### src/rtl/sata_oob_pkg.sv
package sata_oob_pkg;

    typedef enum logic [2:0] {
        ST_RESET_ISSUE,
        ST_WAIT_COMINIT,
        ST_COMWAKE_ISSUE,
        ST_WAIT_COMWAKE,
        ST_WAIT_ALIGN,
        ST_READY
    } host_state_e;

    typedef enum logic [1:0] {
        GAP_NONE,
        GAP_INIT,
        GAP_WAKE
    } gap_kind_e;

    // A level run of rx_idle just ended; was_idle tells gap from burst
    typedef struct packed {
        logic ended;
        logic was_idle;
    } run_evt_t;

    function automatic logic in_window(input int unsigned len,
                                       input int unsigned lo,
                                       input int unsigned hi);
        return (len >= lo) && (len <= hi);
    endfunction

    function automatic gap_kind_e gap_kind(input int unsigned len,
                                           input int unsigned init_lo,
                                           input int unsigned init_hi,
                                           input int unsigned wake_lo,
                                           input int unsigned wake_hi);
        if (in_window(len, init_lo, init_hi)) return GAP_INIT;
        if (in_window(len, wake_lo, wake_hi)) return GAP_WAKE;
        return GAP_NONE;
    endfunction

    function automatic int unsigned max3(input int unsigned a,
                                         input int unsigned b,
                                         input int unsigned c);
        int unsigned m;
        m = (a > b) ? a : b;
        return (m > c) ? m : c;
    endfunction

endpackage

### src/rtl/oob_run_meter.sv
module oob_run_meter
    import sata_oob_pkg::*;
#(
    parameter int unsigned CNT_W = 6
) (
    input  logic             clk,
    input  logic             rst,
    input  logic             rx_idle,
    output run_evt_t         evt,
    output logic [CNT_W-1:0] run_len
);
    logic             idle_q;
    logic [CNT_W-1:0] cnt;

    // cnt = cycles spent at level idle_q; 0 means unknown (just after reset)
    always_ff @(posedge clk) begin
        if (rst) begin
            idle_q <= 1'b1;
            cnt    <= '0;
        end else begin
            idle_q <= rx_idle;
            if (rx_idle != idle_q)
                cnt <= CNT_W'(1);
            else if (cnt != {CNT_W{1'b1}})
                cnt <= cnt + CNT_W'(1);
        end
    end

    assign evt.ended    = (rx_idle != idle_q);
    assign evt.was_idle = idle_q;
    assign run_len      = cnt;

endmodule

### src/rtl/oob_gap_classifier.sv
module oob_gap_classifier
    import sata_oob_pkg::*;
#(
    parameter int unsigned CNT_W     = 6,
    parameter int unsigned MIN_INIT  = 12,
    parameter int unsigned MAX_INIT  = 21,
    parameter int unsigned MIN_WAKE  = 4,
    parameter int unsigned MAX_WAKE  = 7,
    parameter int unsigned MIN_BURST = 4,
    parameter int unsigned MAX_BURST = 8,
    parameter int unsigned RUN_LEN   = 4
) (
    input  logic             clk,
    input  logic             rst,
    input  run_evt_t         evt,
    input  logic [CNT_W-1:0] run_len,
    output logic             init_det,
    output logic             wake_det
);
    localparam int unsigned RUN_W = $clog2(RUN_LEN + 1);
    localparam int unsigned NKIND = 2;

    gap_kind_e        kind;
    logic             burst_ok;
    logic             clear_all;
    logic [NKIND-1:0] qual;
    logic [NKIND-1:0] det_q;

    always_comb begin
        kind      = gap_kind(32'(run_len), MIN_INIT, MAX_INIT, MIN_WAKE, MAX_WAKE);
        burst_ok  = in_window(32'(run_len), MIN_BURST, MAX_BURST);
        qual[0]   = evt.ended && evt.was_idle && (kind == GAP_INIT);
        qual[1]   = evt.ended && evt.was_idle && (kind == GAP_WAKE);
        // any ended gap clears the runs it does not extend; a bad burst clears all
        clear_all = evt.ended && (evt.was_idle || !burst_ok);
    end

    for (genvar k = 0; k < NKIND; k++) begin : g_run
        logic [RUN_W-1:0] run;
        always_ff @(posedge clk) begin
            if (rst) begin
                run      <= '0;
                det_q[k] <= 1'b0;
            end else begin
                det_q[k] <= 1'b0;
                if (qual[k]) begin
                    if (run == RUN_W'(RUN_LEN - 1)) begin
                        run      <= '0;
                        det_q[k] <= 1'b1;
                    end else begin
                        run <= run + RUN_W'(1);
                    end
                end else if (clear_all) begin
                    run <= '0;
                end
            end
        end
    end

    assign init_det = det_q[0];
    assign wake_det = det_q[1];

endmodule

### src/rtl/oob_host_fsm.sv
module oob_host_fsm
    import sata_oob_pkg::*;
#(
    parameter int unsigned TMO_COMINIT = 1000,
    parameter int unsigned TMO_COMWAKE = 1000,
    parameter int unsigned TMO_ALIGN   = 1000
) (
    input  logic clk,
    input  logic rst,
    input  logic tx_done,
    input  logic align_seen,
    input  logic init_det,
    input  logic wake_det,
    output logic tx_init_req,
    output logic tx_wake_req,
    output logic tx_elec_idle,
    output logic link_up
);
    localparam int unsigned TMR_W = $clog2(max3(TMO_COMINIT, TMO_COMWAKE, TMO_ALIGN) + 1);

    host_state_e      state, nxt;
    logic [TMR_W-1:0] timer;
    logic             tmo;

    always_comb begin
        unique case (state)
            ST_WAIT_COMINIT: tmo = (timer == TMR_W'(TMO_COMINIT - 1));
            ST_WAIT_COMWAKE: tmo = (timer == TMR_W'(TMO_COMWAKE - 1));
            ST_WAIT_ALIGN:   tmo = (timer == TMR_W'(TMO_ALIGN - 1));
            default:         tmo = 1'b0;
        endcase
    end

    // detections are tested before the timeout so they win a same-cycle tie
    always_comb begin
        nxt = state;
        unique case (state)
            ST_RESET_ISSUE:   if (tx_done) nxt = ST_WAIT_COMINIT;
            ST_WAIT_COMINIT:  if (init_det) nxt = ST_COMWAKE_ISSUE;
                              else if (tmo) nxt = ST_RESET_ISSUE;
            ST_COMWAKE_ISSUE: if (tx_done) nxt = ST_WAIT_COMWAKE;
            ST_WAIT_COMWAKE:  if (wake_det) nxt = ST_WAIT_ALIGN;
                              else if (tmo) nxt = ST_RESET_ISSUE;
            ST_WAIT_ALIGN:    if (align_seen) nxt = ST_READY;
                              else if (tmo) nxt = ST_RESET_ISSUE;
            ST_READY:         if (init_det) nxt = ST_RESET_ISSUE;
            default:          nxt = ST_RESET_ISSUE;
        endcase
    end

    always_ff @(posedge clk) begin
        if (rst) begin
            state        <= ST_RESET_ISSUE;
            timer        <= '0;
            tx_init_req  <= 1'b0;
            tx_wake_req  <= 1'b0;
            tx_elec_idle <= 1'b1;
            link_up      <= 1'b0;
        end else begin
            state <= nxt;
            if (nxt != state)
                timer <= '0;
            else if (timer != {TMR_W{1'b1}})
                timer <= timer + TMR_W'(1);
            tx_init_req  <= (nxt == ST_RESET_ISSUE);
            tx_wake_req  <= (nxt == ST_COMWAKE_ISSUE);
            tx_elec_idle <= (nxt == ST_WAIT_COMINIT) || (nxt == ST_WAIT_COMWAKE);
            link_up      <= (nxt == ST_READY);
        end
    end

endmodule

### src/rtl/sata_oob_host.sv
module sata_oob_host
    import sata_oob_pkg::*;
#(
    parameter int unsigned MIN_INIT    = 12,
    parameter int unsigned MAX_INIT    = 21,
    parameter int unsigned MIN_WAKE    = 4,
    parameter int unsigned MAX_WAKE    = 7,
    parameter int unsigned MIN_BURST   = 4,
    parameter int unsigned MAX_BURST   = 8,
    parameter int unsigned RUN_LEN     = 4,
    parameter int unsigned TMO_COMINIT = 1000,
    parameter int unsigned TMO_COMWAKE = 1000,
    parameter int unsigned TMO_ALIGN   = 1000
) (
    input  logic clk,
    input  logic rst,
    input  logic rx_idle,
    input  logic tx_done,
    input  logic align_seen,
    output logic tx_init_req,
    output logic tx_wake_req,
    output logic tx_elec_idle,
    output logic cominit_det,
    output logic comwake_det,
    output logic link_up
);
    // one spare bit above the largest window so saturation sits out of range
    localparam int unsigned CNT_W = $clog2(max3(MAX_INIT, MAX_WAKE, MAX_BURST) + 1) + 1;

    run_evt_t         evt;
    logic [CNT_W-1:0] run_len;

    oob_run_meter #(.CNT_W(CNT_W)) u_meter (
        .clk     (clk),
        .rst     (rst),
        .rx_idle (rx_idle),
        .evt     (evt),
        .run_len (run_len)
    );

    oob_gap_classifier #(
        .CNT_W     (CNT_W),
        .MIN_INIT  (MIN_INIT),
        .MAX_INIT  (MAX_INIT),
        .MIN_WAKE  (MIN_WAKE),
        .MAX_WAKE  (MAX_WAKE),
        .MIN_BURST (MIN_BURST),
        .MAX_BURST (MAX_BURST),
        .RUN_LEN   (RUN_LEN)
    ) u_class (
        .clk      (clk),
        .rst      (rst),
        .evt      (evt),
        .run_len  (run_len),
        .init_det (cominit_det),
        .wake_det (comwake_det)
    );

    oob_host_fsm #(
        .TMO_COMINIT (TMO_COMINIT),
        .TMO_COMWAKE (TMO_COMWAKE),
        .TMO_ALIGN   (TMO_ALIGN)
    ) u_fsm (
        .clk          (clk),
        .rst          (rst),
        .tx_done      (tx_done),
        .align_seen   (align_seen),
        .init_det     (cominit_det),
        .wake_det     (comwake_det),
        .tx_init_req  (tx_init_req),
        .tx_wake_req  (tx_wake_req),
        .tx_elec_idle (tx_elec_idle),
        .link_up      (link_up)
    );

endmodule

### config.mk
export PLATFORM = sky130hd
export DESIGN_NAME = sata_oob_host
export DESIGN_NICKNAME = d
export VERILOG_FILES = /design/src/rtl/sata_oob_pkg.sv /design/src/rtl/oob_run_meter.sv /design/src/rtl/oob_gap_classifier.sv /design/src/rtl/oob_host_fsm.sv /design/src/rtl/sata_oob_host.sv
export SDC_FILE = /design/constraint.sdc
export NUM_CORES = 1
export LEC_CHECK = 0
export CORE_ASPECT_RATIO = 1.4
export CORE_MARGIN = 1.5
export CORE_UTILIZATION = 52
export DETAILED_ROUTE_END_ITERATION = 7
export GPL_ROUTABILITY_DRIVEN = 0
export GPL_TIMING_DRIVEN = 1
export HOLD_SLACK_MARGIN = 0.15
export PLACE_DENSITY = 0.74
export SLEW_MARGIN = 5
export SYNTH_ARGS = -nofsm -noshare
export SYNTH_HDL_FRONTEND = slang
export SYNTH_SLANG_ARGS = --single-unit
### constraint.sdc
create_clock -name clk -period 1.7 [get_ports clk]
set_clock_uncertainty 0.2 [all_clocks]
set_input_delay 0.255 -clock clk [delete_from_list [all_inputs] [get_ports clk]]
set_output_delay 0.255 -clock clk [all_outputs]
set_load 0.05 [all_outputs]
== Yosys cells after proc, flatten, opt, wreduce, memory -nomap -nowiden ==
Cells that the tools add are included.
Operators by class
  multiply operators: 0
  bitwise logic cells: 2
  $lt $le $gt $ge: 5
  divide/modulo/power cells: 0
  shifts and indexed selects: 0
  add/sub/neg operators: 4
  reduce and logical (&&, ||, !) cells: 20
  multiplexer cells: 25
  equal/unequal tests: 18
Operator list (count)
  $mux 3: 12
  $eq 3x2->1 const B: 6
  $pmux 3 s6: 1
  $add 10x1->10 const B: 1
  $eq 10x10->1 const B: 1
  $ne 10x10->1 const B: 1
  $eq 3x3->1 const B: 3
  $mux 1: 8
  $mux 2: 4
  $reduce_or 2->1: 4
  $logic_and 1x1->1: 7
  $add 3x1->3 const B: 2
  $add 6x1->6 const B: 1
  $eq 3x1->1 const B: 2
  $ge 6x3->1 const B: 1
  $ge 6x4->1 const B: 1
  $le 6x3->1 const B: 1
  $le 6x4->1 const B: 1
  $le 6x5->1 const B: 1
  $logic_not 3->1: 2
  $ne 6x6->1 const B: 1
  $reduce_bool 2->1: 3
  $ne 3x3->1: 1
  $reduce_or 3->1: 1
  6 further kinds: 8
Word-level totals
  latch bits: 0
  input bits: 5
  logic and storage cells: 87
  RAM bits: 0
  bits in read-only memories: 0
  bits in registers: 32
  memories kept: 0
  output and inout bits: 6

== Depth between registers and ports, before layout ==
  word-level depth: 10
  gate-level depth with buffers: 8
  gate-level depth less buffers: 7

== Modules after synthesis ==
From an unflattened synthesis, not the netlist that was laid out.
Second synthesis, totals
  cell total of the unflattened synthesis: 188
  area, all modules: 1651.6 um^2
By module, submodules not included
  oob_host_fsm: area each 918.4 um^2, cells each 108, sequential area each 340.3 um^2, instances 1
  oob_gap_classifier: area each 386.6 um^2, cells each 41, sequential area each 160.2 um^2, instances 1
  oob_run_meter: area each 346.6 um^2, cells each 39, sequential area each 140.1 um^2, instances 1

== Worst setup path after synthesis ==
Ideal clock, no wire load.
  kind: reg-to-reg
  from: reg u_class.det_q[0], in the netlist u_class.init_det
  to: reg u_fsm.timer[6]
  stages on the path, launching flop included: 6
  data required time: 1.358 ns
  path buffers: 0
  arrival: 1.643 ns
  period minus slack after synthesis: 1.984 ns
  setup time: 0.142 ns
  setup slack: -0.284 ns
  cells stage by stage: dfxtp_1 -> nor2b_2 -> nor3b_2 -> nand3b_1 -> a32oi_2 -> nor4bb_1
On the way
  cells in the longest elaborated chain, start to end: 4
  elaborated cells on any way between the ends: 5
  classes of those cells: eq/ne (1); mux (3); reduce/logical (1)
Ends and longest elaborated chain
  start: declaration: RTL line oob_gap_classifier.sv:27  | logic [NKIND-1:0] det_q;
  start signal: indexed assignment: RTL line oob_gap_classifier.sv:43  | det_q[k] <= 1'b0;
  start signal: indexed assignment: RTL line oob_gap_classifier.sv:45  | det_q[k] <= 1'b0;
  start signal: indexed assignment: RTL line oob_gap_classifier.sv:49  | det_q[k] <= 1'b1;
  $mux 3, on equally long branches: RTL line oob_host_fsm.sv:46, oob_host_fsm.sv:39
  $pmux 3 s6 *: RTL line oob_host_fsm.sv:37  | unique case (state)
  $ne 3x3->1 *: RTL line oob_host_fsm.sv:61  | if (nxt != state)
  $reduce_or 2->1 (no line) *
  end signal: assignment: RTL line oob_host_fsm.sv:64  | timer <= timer + TMR_W'(1);
  end: declaration: RTL line oob_host_fsm.sv:22  | logic [TMR_W-1:0] timer;
Every way passes the cells marked *; elsewhere a longest branch is shown, timed or not.
A chain may end at the register's enable or synchronous reset.

== Final worst setup path ==
  from: reg u_fsm.timer[4]
  to: reg u_fsm.timer[9]
On the way
  cells in the longest elaborated chain, start to end: 7
  elaborated cells on any way between the ends: 11
  classes of those cells: add/sub (1); eq/ne (3); mux (6); reduce/logical (1)
Ends and longest elaborated chain (RTL line)
  $eq 10x10->1: oob_host_fsm.sv:27, oob_host_fsm.sv:28, oob_host_fsm.sv:29
  $mux 1
  $mux 3: oob_host_fsm.sv:40, oob_host_fsm.sv:43, oob_host_fsm.sv:45
  $mux 3, on equally long branches: oob_host_fsm.sv:44, oob_host_fsm.sv:39, oob_host_fsm.sv:42
  $pmux 3 s6: oob_host_fsm.sv:37
  $ne 3x3->1: oob_host_fsm.sv:61
  $reduce_or 2->1 (no line)
Parallel ways exist; a longest one is shown, timed or not.

==> impl_metrics.json <==
{
  "status": "finished, violations left",
  "violated_checks": "setup timing",
  "grtUsageTotal_pct": 23.8,
  "period_share_pct": 101,
  "grt_antenna_before_repair": 0,
  "rsz0062_at_grt": "yes",
  "clk_latency_ns": 0.29,
  "worst_path_largest_cell_delay_ns": 0.33,
  "grt_pass1_vias": 1597,
  "cts.clk_slew.worst_paths_ns": 0.07,
  "ff_latch_count_synth": 32,
  "worst-path-max-fanout": 10,
  "antennaDiodeCount": 0,
  "worst_ir_drop_vdd_v": 0.000687,
  "synth_flop_cell": "dfxtp_1",
  "port_buffers": 10,
  "clockPowerShare_pct": 35.6,
  "syn_area_per_cell_um2": 8.81,
  "initial_util_pct": 54.4,
  "pwr-share-seq_pct": 49.1,
  "synth_top_area_share_pct": 38.1,
  "min-delay-path-class": "reg -> reg",
  "share_comb_of_total_power_pct": 15.3,
  "worst-slew-pin-transition_ns": 0.479,
  "rr_startpoint": "u_fsm.timer[4]",
  "fillerInstances": 204,
  "drt_wl_total_um": 4250,
  "length_in_cells_of_the_worst_reg_to_reg_path": 6,
  "synth.top_cells.by_area": "dfxtp_1 (38%), ha_1 (5.2%), nor2_1 (5.1%)",
  "synthesis.instances": 191,
  "period_minus_slack_ns": 1.72,
  "hold_viol": 0,
  "cpMaxStageDelayCell": "dfxtp_2",
  "cts_tree": "built",
  "number_of_levels_the_h_tree_was_split_into": 2,
  "hold_ws_ns": 0.224,
  "netlist_area_um2": 1680,
  "ctsRootBufferMaster": "clkbuf_8",
  "synth-edff-count": 0,
  "worst_ep_required_time_ns": 1.67,
  "detail_route.first_pass.iterations": 4,
  "area.growth.synth_to_final_pct": 38.2,
  "grt-ovfl-total": 0,
  "power.leakage_nw": 0.944,
  "setup.worst_path.end_class": "register",
  "dieArea_um2": 3590,
  "area.sequential_um2": 664,
  "clkSinkCount": 32,
  "relSlewSlack_pct": 68.1,
  "maxCapViolations": 0,
  "power_report.internal_total_w": 0.00117,
  "core.rowCount": 24,
  "switchingPower_w": 0.000426,
  "num_io_pins": 11,
  "worstPathCellList": "nor3b_4, nand4_4, buf_4, a32oi_4, buf_12, nor3b_2",
  "worstReg2RegEnd": "u_fsm.timer[9]",
  "startpoint_type": "register",
  "hold-path-cell-count": 1,
  "worstPathArrival_ns": 1.69,
  "setup_slack_ns": -0.0196,
  "grt_first_pass_wirelength_um": 6600,
  "util_after_layout_pct": 75.2,
  "hold_path.startpoint": "u_class.g_run[0].run[2]",
  "detail_route.drc_violations": 0,
  "layout-drive-gt1-share_pct": 40.3,
  "reg2reg_setup_slack_ns": -0.02,
  "yosysTopAreaCell": "dfxtp_1",
  "ant_nets": 0,
  "fmaxAchievable_mhz": 582,
  "drt-wirelength-per-cell_um": 15.5,
  "routed-via-count": 1604,
  "die_x_um": 51.1,
  "multi_input_comb_area_um2": 1130,
  "cellPowerDensity_nw_per_um2": 688,
  "min_delay_worst_endpoint": "u_class.init_det",
  "synth.yosys.warnings": 0,
  "largest_net_degree_at_the_start_of_global_routing": 14,
  "yosys.cell_types.count": 45,
  "core_area_um2": 3090,
  "cts-root-to-sink-buffers": 2,
  "critical_path_class": "reg -> reg",
  "cts_made_buffers": 5,
  "hpwl_um": 2800,
  "post_drt_via_cell_ratio": 5.83,
  "setup_viol_count_final": 10,
  "synthesis.nets": 203,
  "drv_slew": 0,
  "synthArstFlopShare_pct": 0,
  "sw_frac_of_total_pct": 26.6,
  "die_height_um": 70.3,
  "drt_first_iter_violations": 53,
  "finalNetCount": 247,
  "seq_area_frac_synth_pct": 38.1
}
==> cell usage in the layout (no fill, tap or decap), types with 3 or more instances in the layout <==
cell type and count:
ha_1 3, a21o_1 3, clkbuf_8 5, nor3b_1 3
inv_1 6, xnor2_1 4, nand3_1 7, dfxtp_2 10
nor3_1 6, a21oi_1 12, nor3b_4 3, a31oi_1 5
dfxtp_1 19, mux2i_1 3, clkdlybuf4s50_1 3, dfxtp_4 3
nor3_2 3, nand2_1 11, nor2_1 22, nand3b_1 3
nand2b_1 8, buf_4 36, nor3b_2 3, nand4_1 3
==> stage by stage <==
stage / TNS [ns] / area [um^2] / power, W / instances / setup WS [ns]
after CTS: -0.0370 / 2210 / 0.00159 / 270 / -0.0175
after global routing: -0.915 / 2330 / 0.00167 / 275 / -0.0753
after global placement: -3.94 / 2050 / 0.000999 / 261 / -0.271
after floorplan: 0 / 1720 / 0.000922 / 191 / 0.0105
after detailed placement: -5.32 / 2050 / 0.00101 / 261 / -0.343
final: -0.0983 / 2330 / 0.00160 / 275 / -0.0196
==> metal layers <==
metal	global-route usage, %	vias up	part of all wire, %
li1	-	781	-
met1	24.6	772	37
met2	43.6	36	57
met3	4.06	15	2.7
met4	12.9	0	3.1
met5	0	-	0
==> worst max-delay path: cells and delay by family, from the launching register on <==
family / cells / cell delay [ns]
flops: 1 / 0.33
compound gates: 1 / 0.21
buf+inv: 2 / 0.36
simple gates: 3 / 0.49
==> synthesized netlist by cell type, drive strengths merged, types with 2 or more instances <==
cell type   n
or2         2
nand4       4
buf         2
nor2b       3
ha          7
nand3       8
nor3b       9
o21ai       4
nor3       10
inv         8
or3         2
xnor2       4
nand2      13
nor4bb      2
a221oi      2
mux2i       3
clkbuf      4
and3        2
nor2       23
nand3b      3
a31oi       5
a21o        3
nand2b      9
a21oi      13
dfxtp      32
==> kinds of logic (layout without fill, tap and decap cells) <==
logic type                 count (synthesis)  in the layout  synth area share (%)
muxes                                      3              3                  1.78
xor gates and xnor gates                   4              4                  2.08
adders and majority gates                  7              7                  5.20
buffers and inverters                     14             59                  3.64
DFF                                       32             32                  38.1
AOI/OAI and AO/OA                         36             36                  15.9
and+or+nand+nor                           95             95                  33.3
==> power groups by stage <==
stage	clock, W	sequential [W]	combinational, W
2_1_floorplan	0	0.000813	0.000109
4_1_cts	0.000585	0.000783	0.000220
3_3_place_gp	0	0.000797	0.000202
3_5_place_dp	0	0.000798	0.000211
5_1_grt	0.000623	0.000787	0.000262
6_report	0.000570	0.000785	0.000245
==> cell type report <==
cell class,instances,share of cell area (%)
clock buffer,5,2.96
clock inverter,3,0.807
inverter,8,1.40
multi-input combinational,145,48.6
sequential,32,28.6
tap,39,2.10
timing repair buffer,43,15.6
==> state kept, by name, summed over array words and instances (netlist names) <==
signal / cells
u_fsm.link_up: 1
u_class.g_run.run: 6
u_fsm.timer: 10
u_class.init_det: 1
u_meter.idle_q: 1
u_class.wake_det: 1
u_fsm.tx_elec_idle: 1
u_fsm.tx_wake_req: 1
u_meter.run_len: 6
u_fsm.tx_init_req: 1
u_fsm.state: 3
==> what timing repair did <==
action / CTS / global route
buffers inserted: 1 / 4
hold buffers: 0 / 1
pin swaps: 5 / 14
gates resized for setup: 18 / 24
endpoints found under the setup margin: 14 / 22
endpoints found under the hold margin: 0 / 1
==> worst max-delay path by stage <==
stage / endpoint / slack [ns] / startpoint / depth (start not counted)
2_1_floorplan: u_fsm.tx_elec_idle / 0.01 / u_fsm.timer[2] / 5
6_report: u_fsm.timer[9] / -0.02 / u_fsm.timer[4] / 6
3_5_place_dp: u_class.g_run[1].run[2] / -0.34 / rx_idle / 8
4_1_cts: u_fsm.tx_init_req / -0.02 / u_fsm.timer[4] / 5
5_1_grt: u_fsm.timer[9] / -0.08 / u_fsm.timer[0] / 6
3_3_place_gp: u_class.g_run[1].run[2] / -0.27 / rx_idle / 8
(Power assumes the default switching activity.)
